===== config.mk =====
export PLATFORM = sky130hd
export DESIGN_NAME = lru_victim_cache
export DESIGN_NICKNAME = d
export VERILOG_FILES = /design/src/rtl/lvc_pkg.sv /design/src/rtl/lvc_match.sv /design/src/rtl/lvc_age.sv /design/src/rtl/lru_victim_cache.sv
export SDC_FILE = /design/constraint.sdc
export NUM_CORES = 2
export LEC_CHECK = 0
export BUFFER_PORTS_ARGS = -buffer_cell sky130_fd_sc_hd__buf_2
export CAP_MARGIN = 20
export CORE_MARGIN = 2
export CORE_UTILIZATION = 55
export CTS_CLUSTER_DIAMETER = 200
export DETAILED_ROUTE_END_ITERATION = 8
export PLACE_DENSITY = 0.72
export SETUP_SLACK_MARGIN = 0.5
export SLEW_MARGIN = 30
export SYNTH_ARGS = -nofsm -noshare
export SYNTH_HDL_FRONTEND = slang
export SYNTH_SLANG_ARGS = --single-unit
export TNS_END_PERCENT = 20

===== constraint.sdc =====
create_clock -name clk -period 11.6 [get_ports clk]
set_input_delay 0.58 -clock clk [delete_from_list [all_inputs] [get_ports clk]]
set_output_delay 0.58 -clock clk [all_outputs]
set_load 0.02 [all_outputs]

===== src/rtl/lvc_pkg.sv =====
package lvc_pkg;
  typedef enum logic [1:0] {
    ST_IDLE = 2'd0,
    ST_REQ  = 2'd1,
    ST_WAIT = 2'd2
  } lvc_state_e;

  localparam logic [1:0] KIND_FILL = 2'b00;
  localparam logic [1:0] KIND_MAIN = 2'b01;
  localparam logic [1:0] KIND_VICT = 2'b10;
endpackage


===== src/rtl/lvc_match.sv =====
module lvc_match #(
  parameter int N     = 8,
  parameter int TAG_W = 16,
  parameter int IDX_W = $clog2(N)
) (
  input  logic [N-1:0]            valid,
  input  logic [N-1:0][TAG_W-1:0] tags,
  input  logic [TAG_W-1:0]        key,
  output logic                    hit,
  output logic [IDX_W-1:0]        idx
);
  logic [N-1:0] eq;

  for (genvar g = 0; g < N; g++) begin : g_cmp
    assign eq[g] = valid[g] && (tags[g] == key);
  end

  assign hit = |eq;

  always_comb begin
    idx = '0;
    for (int i = N - 1; i >= 0; i--) begin
      if (eq[i]) idx = IDX_W'(i);
    end
  end
endmodule


===== src/rtl/lvc_age.sv =====
module lvc_age #(
  parameter int N     = 8,
  parameter int AGE_W = $clog2(N)
) (
  input  logic                    clk,
  input  logic                    rst,
  input  logic                    touch,
  input  logic [AGE_W-1:0]        touch_idx,
  input  logic [N-1:0]            valid,
  output logic [AGE_W-1:0]        repl_idx,
  output logic [N-1:0][AGE_W-1:0] ages
);
  logic [AGE_W-1:0] old_age;

  assign old_age = ages[touch_idx];

  always_ff @(posedge clk) begin
    if (rst) begin
      for (int i = 0; i < N; i++) ages[i] <= AGE_W'(i);
    end else if (touch) begin
      for (int i = 0; i < N; i++) begin
        if (AGE_W'(i) == touch_idx) ages[i] <= '0;
        else if (ages[i] < old_age) ages[i] <= ages[i] + 1'b1;
      end
    end
  end

  always_comb begin
    repl_idx = '0;
    for (int i = 0; i < N; i++) begin
      if (ages[i] == AGE_W'(N - 1)) repl_idx = AGE_W'(i);
    end
    if (!(&valid)) begin
      for (int i = N - 1; i >= 0; i--) begin
        if (!valid[i]) repl_idx = AGE_W'(i);
      end
    end
  end
endmodule


===== src/rtl/lru_victim_cache.sv =====
module lru_victim_cache
  import lvc_pkg::*;
#(
  parameter int MAIN_N = 8,
  parameter int VICT_N = 4,
  parameter int TAG_W  = 16,
  parameter int DATA_W = 32
) (
  input  logic              clk,
  input  logic              rst,
  input  logic              lk_valid,
  input  logic [TAG_W-1:0]  lk_tag,
  output logic              lk_ready,
  output logic              rd_valid,
  output logic [1:0]        rd_kind,
  output logic [DATA_W-1:0] rd_data,
  output logic              mem_req_valid,
  input  logic              mem_req_ready,
  output logic [TAG_W-1:0]  mem_req_tag,
  input  logic              mem_rsp_valid,
  input  logic [DATA_W-1:0] mem_rsp_data
);
  localparam int MI_W = $clog2(MAIN_N);
  localparam int VI_W = $clog2(VICT_N);

  lvc_state_e st;

  logic [MAIN_N-1:0]              m_valid;
  logic [MAIN_N-1:0][TAG_W-1:0]   m_tag;
  logic [MAIN_N-1:0][DATA_W-1:0]  m_data;
  logic [VICT_N-1:0]              v_valid;
  logic [VICT_N-1:0][TAG_W-1:0]   v_tag;
  logic [VICT_N-1:0][DATA_W-1:0]  v_data;
  logic [VI_W-1:0]                v_wp;
  logic [TAG_W-1:0]               req_tag;

  logic                   m_hit, v_hit;
  logic [MI_W-1:0]        m_idx, slot;
  logic [VI_W-1:0]        v_idx;
  logic [MAIN_N-1:0][MI_W-1:0] age_q;
  logic accept, do_mhit, do_vhit, do_fill, touch;
  logic [MI_W-1:0] touch_idx;

  lvc_match #(.N(MAIN_N), .TAG_W(TAG_W), .IDX_W(MI_W)) i_mmatch (
    .valid(m_valid), .tags(m_tag), .key(lk_tag), .hit(m_hit), .idx(m_idx)
  );

  lvc_match #(.N(VICT_N), .TAG_W(TAG_W), .IDX_W(VI_W)) i_vmatch (
    .valid(v_valid), .tags(v_tag), .key(lk_tag), .hit(v_hit), .idx(v_idx)
  );

  lvc_age #(.N(MAIN_N), .AGE_W(MI_W)) i_age (
    .clk(clk), .rst(rst), .touch(touch), .touch_idx(touch_idx),
    .valid(m_valid), .repl_idx(slot), .ages(age_q)
  );

  assign lk_ready      = (st == ST_IDLE);
  assign mem_req_valid = (st == ST_REQ);
  assign mem_req_tag   = req_tag;

  assign accept    = lk_valid && lk_ready;
  assign do_mhit   = accept && m_hit;
  assign do_vhit   = accept && !m_hit && v_hit;
  assign do_fill   = (st == ST_WAIT) && mem_rsp_valid;
  assign touch     = do_mhit || do_vhit || do_fill;
  assign touch_idx = do_mhit ? m_idx : slot;

  // control, valid bits and tags
  always_ff @(posedge clk) begin
    if (rst) begin
      st       <= ST_IDLE;
      m_valid  <= '0;
      v_valid  <= '0;
      v_wp     <= '0;
      rd_valid <= 1'b0;
      rd_kind  <= KIND_FILL;
      req_tag  <= '0;
    end else begin
      rd_valid <= 1'b0;
      case (st)
        ST_IDLE: begin
          if (do_mhit) begin
            rd_valid <= 1'b1;
            rd_kind  <= KIND_MAIN;
          end else if (do_vhit) begin
            rd_valid       <= 1'b1;
            rd_kind        <= KIND_VICT;
            m_valid[slot]  <= 1'b1;
            m_tag[slot]    <= v_tag[v_idx];
            v_valid[v_idx] <= m_valid[slot];
            v_tag[v_idx]   <= m_tag[slot];
          end else if (accept) begin
            st      <= ST_REQ;
            req_tag <= lk_tag;
          end
        end
        ST_REQ: begin
          if (mem_req_ready) st <= ST_WAIT;
        end
        ST_WAIT: begin
          if (mem_rsp_valid) begin
            rd_valid      <= 1'b1;
            rd_kind       <= KIND_FILL;
            m_valid[slot] <= 1'b1;
            m_tag[slot]   <= req_tag;
            if (m_valid[slot]) begin
              v_valid[v_wp] <= 1'b1;
              v_tag[v_wp]   <= m_tag[slot];
              v_wp <= (v_wp == VI_W'(VICT_N - 1)) ? '0 : v_wp + 1'b1;
            end
            st <= ST_IDLE;
          end
        end
        default: st <= ST_IDLE;
      endcase
    end
  end

  // data arrays and read data: no reset, plain indexed writes
  always_ff @(posedge clk) begin
    if (do_mhit) rd_data <= m_data[m_idx];
    if (do_vhit) begin
      rd_data        <= v_data[v_idx];
      m_data[slot]   <= v_data[v_idx];
      v_data[v_idx]  <= m_data[slot];
    end
    if (do_fill) begin
      rd_data      <= mem_rsp_data;
      m_data[slot] <= mem_rsp_data;
      if (m_valid[slot]) v_data[v_wp] <= m_data[slot];
    end
  end
endmodule


==> impl_metrics.prom <==
# TYPE chip_impl_metric gauge
chip_impl_metric{name="die-area",unit="mm²"} 0.0662
chip_impl_metric{name="largest_net_degree_at_the_start_of_global_routing",unit=""} 79
chip_impl_metric{name="finalClockSkew",unit="ns"} 0.0252
chip_impl_info{name="master_cell_of_the_clock_root_buffer",value="sky130_fd_sc_hd__clkbuf_16"} 1
chip_impl_metric{name="standby_leakage_power",unit="nW"} 13.7
chip_impl_metric{name="io_buffer_count",unit=""} 105
chip_impl_metric{name="synth.yosys.seq_area_share",unit="%"} 44.2
chip_impl_metric{name="dr.first_iter.drc_count",unit=""} 4294
chip_impl_metric{name="initial_core_util",unit="%"} 55.7
chip_impl_metric{name="fin_setup_tns",unit="ns"} 0
chip_impl_metric{name="rows",unit=""} 92
chip_impl_metric{name="finalHoldViolations",unit=""} 0
chip_impl_metric{name="totalWireLength",unit="µm"} 126000
chip_impl_metric{name="fill_cells",unit=""} 5595
chip_impl_metric{name="fin_total_pwr",unit="mW"} 5.41
chip_impl_metric{name="synth.mux.area_fraction",unit="%"} 6.81
chip_impl_metric{name="synth_nets",unit=""} 4332
chip_impl_metric{name="placeableCoreArea",unit="mm²"} 0.0633
chip_impl_metric{name="gr_ovfl_total",unit=""} 0
chip_impl_metric{name="floorplan.io_pins",unit=""} 106
chip_impl_info{name="ys_dominant_reg_cell",value="sky130_fd_sc_hd__dfxtp_1"} 1
chip_impl_metric{name="remaining_drc_errors",unit=""} 0
chip_impl_metric{name="cells_after_synth",unit=""} 4252
chip_impl_metric{name="clk_latency",unit="ns"} 0.63
chip_impl_metric{name="synthXorXnorAreaFrac",unit="%"} 4.76
chip_impl_metric{name="dr_total_vias",unit=""} 32700
chip_impl_info{name="ws_path_type",value="register to register"} 1
chip_impl_metric{name="final_critical_path_setup_slack",unit="ns"} 5.22
chip_impl_metric{name="reg2reg_slack",unit="ns"} 5.22
chip_impl_metric{name="fraction_of_final_layout_cells_sized_beyond_drive_strength_1",unit="%"} 11.9
chip_impl_info{name="cts_tree",value="done"} 1
chip_impl_metric{name="ys_types",unit=""} 87
chip_impl_metric{name="groute.usage.overall",unit="%"} 36.8
chip_impl_metric{name="synth_compound_area_share",unit="%"} 19.9
chip_impl_metric{name="post_cts.repair.setup_buffers",unit=""} 0
chip_impl_metric{name="firstDrtPassIters",unit=""} 8
chip_impl_metric{name="worstPathMaxFanout",unit=""} 78
chip_impl_metric{name="timing_worst_slew_pin_value",unit="ns"} 1.05
chip_impl_metric{name="gp_congestion",unit=""} 1.02
chip_impl_metric{name="yosys_warnings",unit=""} 0
chip_impl_metric{name="cts.htree.levels",unit=""} 3
chip_impl_metric{name="final_net_count",unit=""} 4256
chip_impl_metric{name="synth-edff-count",unit=""} 224
chip_impl_metric{name="cts.repair.resized",unit=""} 0
chip_impl_info{name="critical_path.endpoint_type",value="register"} 1
chip_impl_metric{name="grt_pass1_vias",unit=""} 30000
chip_impl_metric{name="antenna_found_initial",unit=""} 5
chip_impl_metric{name="synthAdderAreaFrac",unit="%"} 1.05
chip_impl_metric{name="hold_buffers",unit=""} 0
chip_impl_metric{name="dieHeight",unit="µm"} 257
chip_impl_metric{name="cts_inserted_buffers",unit=""} 73
chip_impl_metric{name="worst_ir_drop_vdd",unit="V"} 0.000134
chip_impl_metric{name="vias_per_cell",unit=""} 6.43
chip_impl_metric{name="final_period_minus_worst_setup_slack",unit="ns"} 6.38
chip_impl_metric{name="arrival",unit="ns"} 6.90
chip_impl_metric{name="max-clock-path-buffers",unit=""} 3
chip_impl_metric{name="number_of_sinks_handled_by_clock_tree_synthesis",unit=""} 667
chip_impl_metric{name="timing.slew.headroom",unit="%"} 30.3
chip_impl_info{name="synth_top_family_by_area",value="compound AO/OA/AOI/OAI gates"} 1
chip_impl_metric{name="period_share",unit="%"} 55.0
chip_impl_info{name="yosys.area.top_type",value="sky130_fd_sc_hd__dfxtp_1"} 1
chip_impl_metric{name="syn_area_per_cell",unit="µm²"} 8.30
chip_impl_metric{name="synth_top_area_share",unit="%"} 25.1
chip_impl_metric{name="fp.dieW",unit="µm"} 257
chip_impl_metric{name="critPathRequiredTime",unit="ns"} 12.12
chip_impl_info{name="post_synth_main_area_contributors",value="sky130_fd_sc_hd__dfxtp_1 25%, sky130_fd_sc_hd__edfxtp_1 19%, sky130_fd_sc_hd__nor2_1 8.2%"} 1
chip_impl_metric{name="timing.fmax",unit="MHz"} 157
chip_impl_metric{name="holdWs",unit="ns"} 0.207
chip_impl_metric{name="ys_seq_elements",unit=""} 667
chip_impl_metric{name="synth_area_in_simple_gates",unit="%"} 18.9
chip_impl_metric{name="power-per-cell-area",unit="mW/mm²"} 139
chip_impl_metric{name="placement.setup.worst_slack",unit="ns"} 4.94
chip_impl_metric{name="max_cap_violations",unit=""} 0
chip_impl_metric{name="grt_first_pass_wirelength",unit="µm"} 187000
chip_impl_info{name="worstHoldPathType",value="input pin to register"} 1
chip_impl_metric{name="area_growth_syn_to_layout",unit="%"} 10.6
chip_impl_metric{name="asyncSetResetFlopFracSynth",unit="%"} 0
chip_impl_info{name="rsz_0062_raised_after_global_routing",value="no"} 1
chip_impl_metric{name="count_of_final_setup_violators",unit=""} 0
chip_impl_info{name="status",value="finished clean"} 1
chip_impl_metric{name="place_hpwl",unit="µm"} 76400
chip_impl_metric{name="synth.cell_area",unit="mm²"} 0.0353
chip_impl_metric{name="final-max-slew-violation-count",unit=""} 0
chip_impl_metric{name="routedWlPerCell",unit="µm"} 24.7
chip_impl_info{name="crit_path_start_kind",value="register"} 1
chip_impl_metric{name="clk_pin_slew_worst_paths",unit="ns"} 0.06
chip_impl_metric{name="drtAntennaViolNets",unit=""} 0
==> per-stage QoR <==
stage               util [%]  cell area, µm²  cells
finish                  61.6           39000   5084
global route            61.6           39000   5084
CTS                     61.5           38900   5080
detailed placement      57.6           36500   4945
global placement        57.5           36400   4941
floorplan                  -           35300   4252
==> synthesized netlist by cell type, types with 13 or more instances <==
cell type,instances
sky130_fd_sc_hd__a221oi_1,47
sky130_fd_sc_hd__o22ai_1,64
sky130_fd_sc_hd__o21ai_0,307
sky130_fd_sc_hd__nand2b_1,13
sky130_fd_sc_hd__nor2_1,768
sky130_fd_sc_hd__nor4_1,30
sky130_fd_sc_hd__nand4_1,42
sky130_fd_sc_hd__xnor2_1,115
sky130_fd_sc_hd__nor3_1,24
sky130_fd_sc_hd__or4_1,14
sky130_fd_sc_hd__o21ai_1,35
sky130_fd_sc_hd__inv_1,27
sky130_fd_sc_hd__xor2_1,77
sky130_fd_sc_hd__nand2_1,468
sky130_fd_sc_hd__buf_1,40
sky130_fd_sc_hd__nand3_1,62
sky130_fd_sc_hd__mux2i_1,121
sky130_fd_sc_hd__edfxtp_1,224
sky130_fd_sc_hd__buf_2,24
sky130_fd_sc_hd__and3_1,36
sky130_fd_sc_hd__a22oi_1,57
sky130_fd_sc_hd__a211oi_1,37
sky130_fd_sc_hd__mux2_2,106
sky130_fd_sc_hd__a31oi_1,20
sky130_fd_sc_hd__a22o_1,31
sky130_fd_sc_hd__dfxtp_1,443
sky130_fd_sc_hd__a21oi_1,536
sky130_fd_sc_hd__ha_1,27
sky130_fd_sc_hd__clkbuf_1,267
==> per-layer routing <==
metal / routed length, µm / vias to the layer above / global-route usage [%]
met3: 16300 / 324 / 9.24
met1: 50900 / 15500 / 51.1
met5: 41 / - / 0
met4: 4850 / 6 / 15.3
met2: 53500 / 1973 / 54.7
li1: - / 14900 / -
==> where the power goes <==
part           switching (mW)  internal, mW
Sequential             0.0390          2.46
Clock                    1.01          1.42
Combinational           0.274         0.199
Total                    1.32          4.08
==> worst max-delay path, cell delays in order, from the launching register on <==
cell	delay (ns)
sky130_fd_sc_hd__edfxtp_1	0.45
sky130_fd_sc_hd__xnor2_1	0.32
sky130_fd_sc_hd__nand4_1	0.20
sky130_fd_sc_hd__or2_2	0.34
sky130_fd_sc_hd__or4_4	0.56
sky130_fd_sc_hd__a2111oi_2	0.36
sky130_fd_sc_hd__a221o_4	0.61
sky130_fd_sc_hd__buf_4	0.83
sky130_fd_sc_hd__and3_1	0.33
sky130_fd_sc_hd__nor2_1	0.07
sky130_fd_sc_hd__o22ai_1	0.12
sky130_fd_sc_hd__o21ai_0	0.09
sky130_fd_sc_hd__o211ai_1	0.44
sky130_fd_sc_hd__ha_1	0.38
sky130_fd_sc_hd__or2_2	0.30
sky130_fd_sc_hd__a21oi_1	0.19
sky130_fd_sc_hd__a311o_1	0.20
sky130_fd_sc_hd__nor2_1	0.05
sky130_fd_sc_hd__a311o_1	0.31
==> path summary, 6_finish.rpt <==
path / startpoint / to / depth (start not counted)
setup / recovery: m_tag[88] / i_age.ages[17] / 18
hold / removal: mem_req_ready / st[1] / 3
setup reg to reg: m_tag[88] / i_age.ages[17] / 18
hold reg to reg: rd_kind[1] / rd_kind[1] / 2
==> layout make-up <==
type                       count  area (µm²)  share of cell area, %
inverter                      28         105                  0.269
tap                          846        1060                   2.71
antenna                        2        5.00                 0.0128
timing repair buffer         198        1270                   3.25
multi-input combinational   3208       18500                   47.5
clock inverter                32         380                  0.975
sequential                   667       15600                   40.0
clock buffer                 103        2090                   5.36
==> sequential cells by signal, summed over array words and instances, names as in the netlist, 2 cells and up <==
| register | flops |
|---|---|
| mem_req_tag | 16 |
| m_valid | 8 |
| v_wp | 2 |
| v_data | 128 |
| v_valid | 4 |
| i_age.ages | 24 |
| rd_data | 32 |
| m_data | 256 |
| m_tag | 128 |
| v_tag | 64 |
| rd_kind | 2 |
| st | 2 |
==> cells in the final DEF (no fill, tap or decap), types with 8 or more instances in the layout <==
master and n:
sky130_fd_sc_hd__a211oi_1 37, sky130_fd_sc_hd__a21oi_1 534, sky130_fd_sc_hd__a221oi_1 47, sky130_fd_sc_hd__a22o_1 31, sky130_fd_sc_hd__a22oi_1 57, sky130_fd_sc_hd__a31oi_1 20, sky130_fd_sc_hd__and3_1 32, sky130_fd_sc_hd__and4_1 10
sky130_fd_sc_hd__buf_2 107, sky130_fd_sc_hd__buf_4 86, sky130_fd_sc_hd__clkbuf_1 17, sky130_fd_sc_hd__clkbuf_16 75, sky130_fd_sc_hd__clkbuf_8 11, sky130_fd_sc_hd__clkinv_2 11, sky130_fd_sc_hd__dfxtp_1 443, sky130_fd_sc_hd__edfxtp_1 224
sky130_fd_sc_hd__ha_1 27, sky130_fd_sc_hd__inv_1 27, sky130_fd_sc_hd__mux2_2 106, sky130_fd_sc_hd__mux2i_1 121, sky130_fd_sc_hd__nand2_1 465, sky130_fd_sc_hd__nand2b_1 12, sky130_fd_sc_hd__nand3_1 54, sky130_fd_sc_hd__nand3_4 8
sky130_fd_sc_hd__nand4_1 42, sky130_fd_sc_hd__nor2_1 755, sky130_fd_sc_hd__nor2_4 13, sky130_fd_sc_hd__nor2b_1 8, sky130_fd_sc_hd__nor3_1 23, sky130_fd_sc_hd__nor4_1 29, sky130_fd_sc_hd__o211ai_1 9, sky130_fd_sc_hd__o21ai_0 305
sky130_fd_sc_hd__o21ai_1 29, sky130_fd_sc_hd__o22ai_1 64, sky130_fd_sc_hd__or2_2 10, sky130_fd_sc_hd__or3_1 10, sky130_fd_sc_hd__or4_1 14, sky130_fd_sc_hd__xnor2_1 115, sky130_fd_sc_hd__xor2_1 77
==> cell families (layout without fill, tap and decap cells) <==
kind of cell / count (synthesis) / after routing
adders and majority gates: 30 / 30
xor gates and xnor gates: 192 / 192
AOI/OAI and AO/OA: 1209 / 1209
muxes: 227 / 227
DFF: 667 / 667
and+or+nand+nor: 1550 / 1550
other: 0 / 2
buffers and inverters: 377 / 361
No activity file was read; power rests on OpenSTA's default activity.
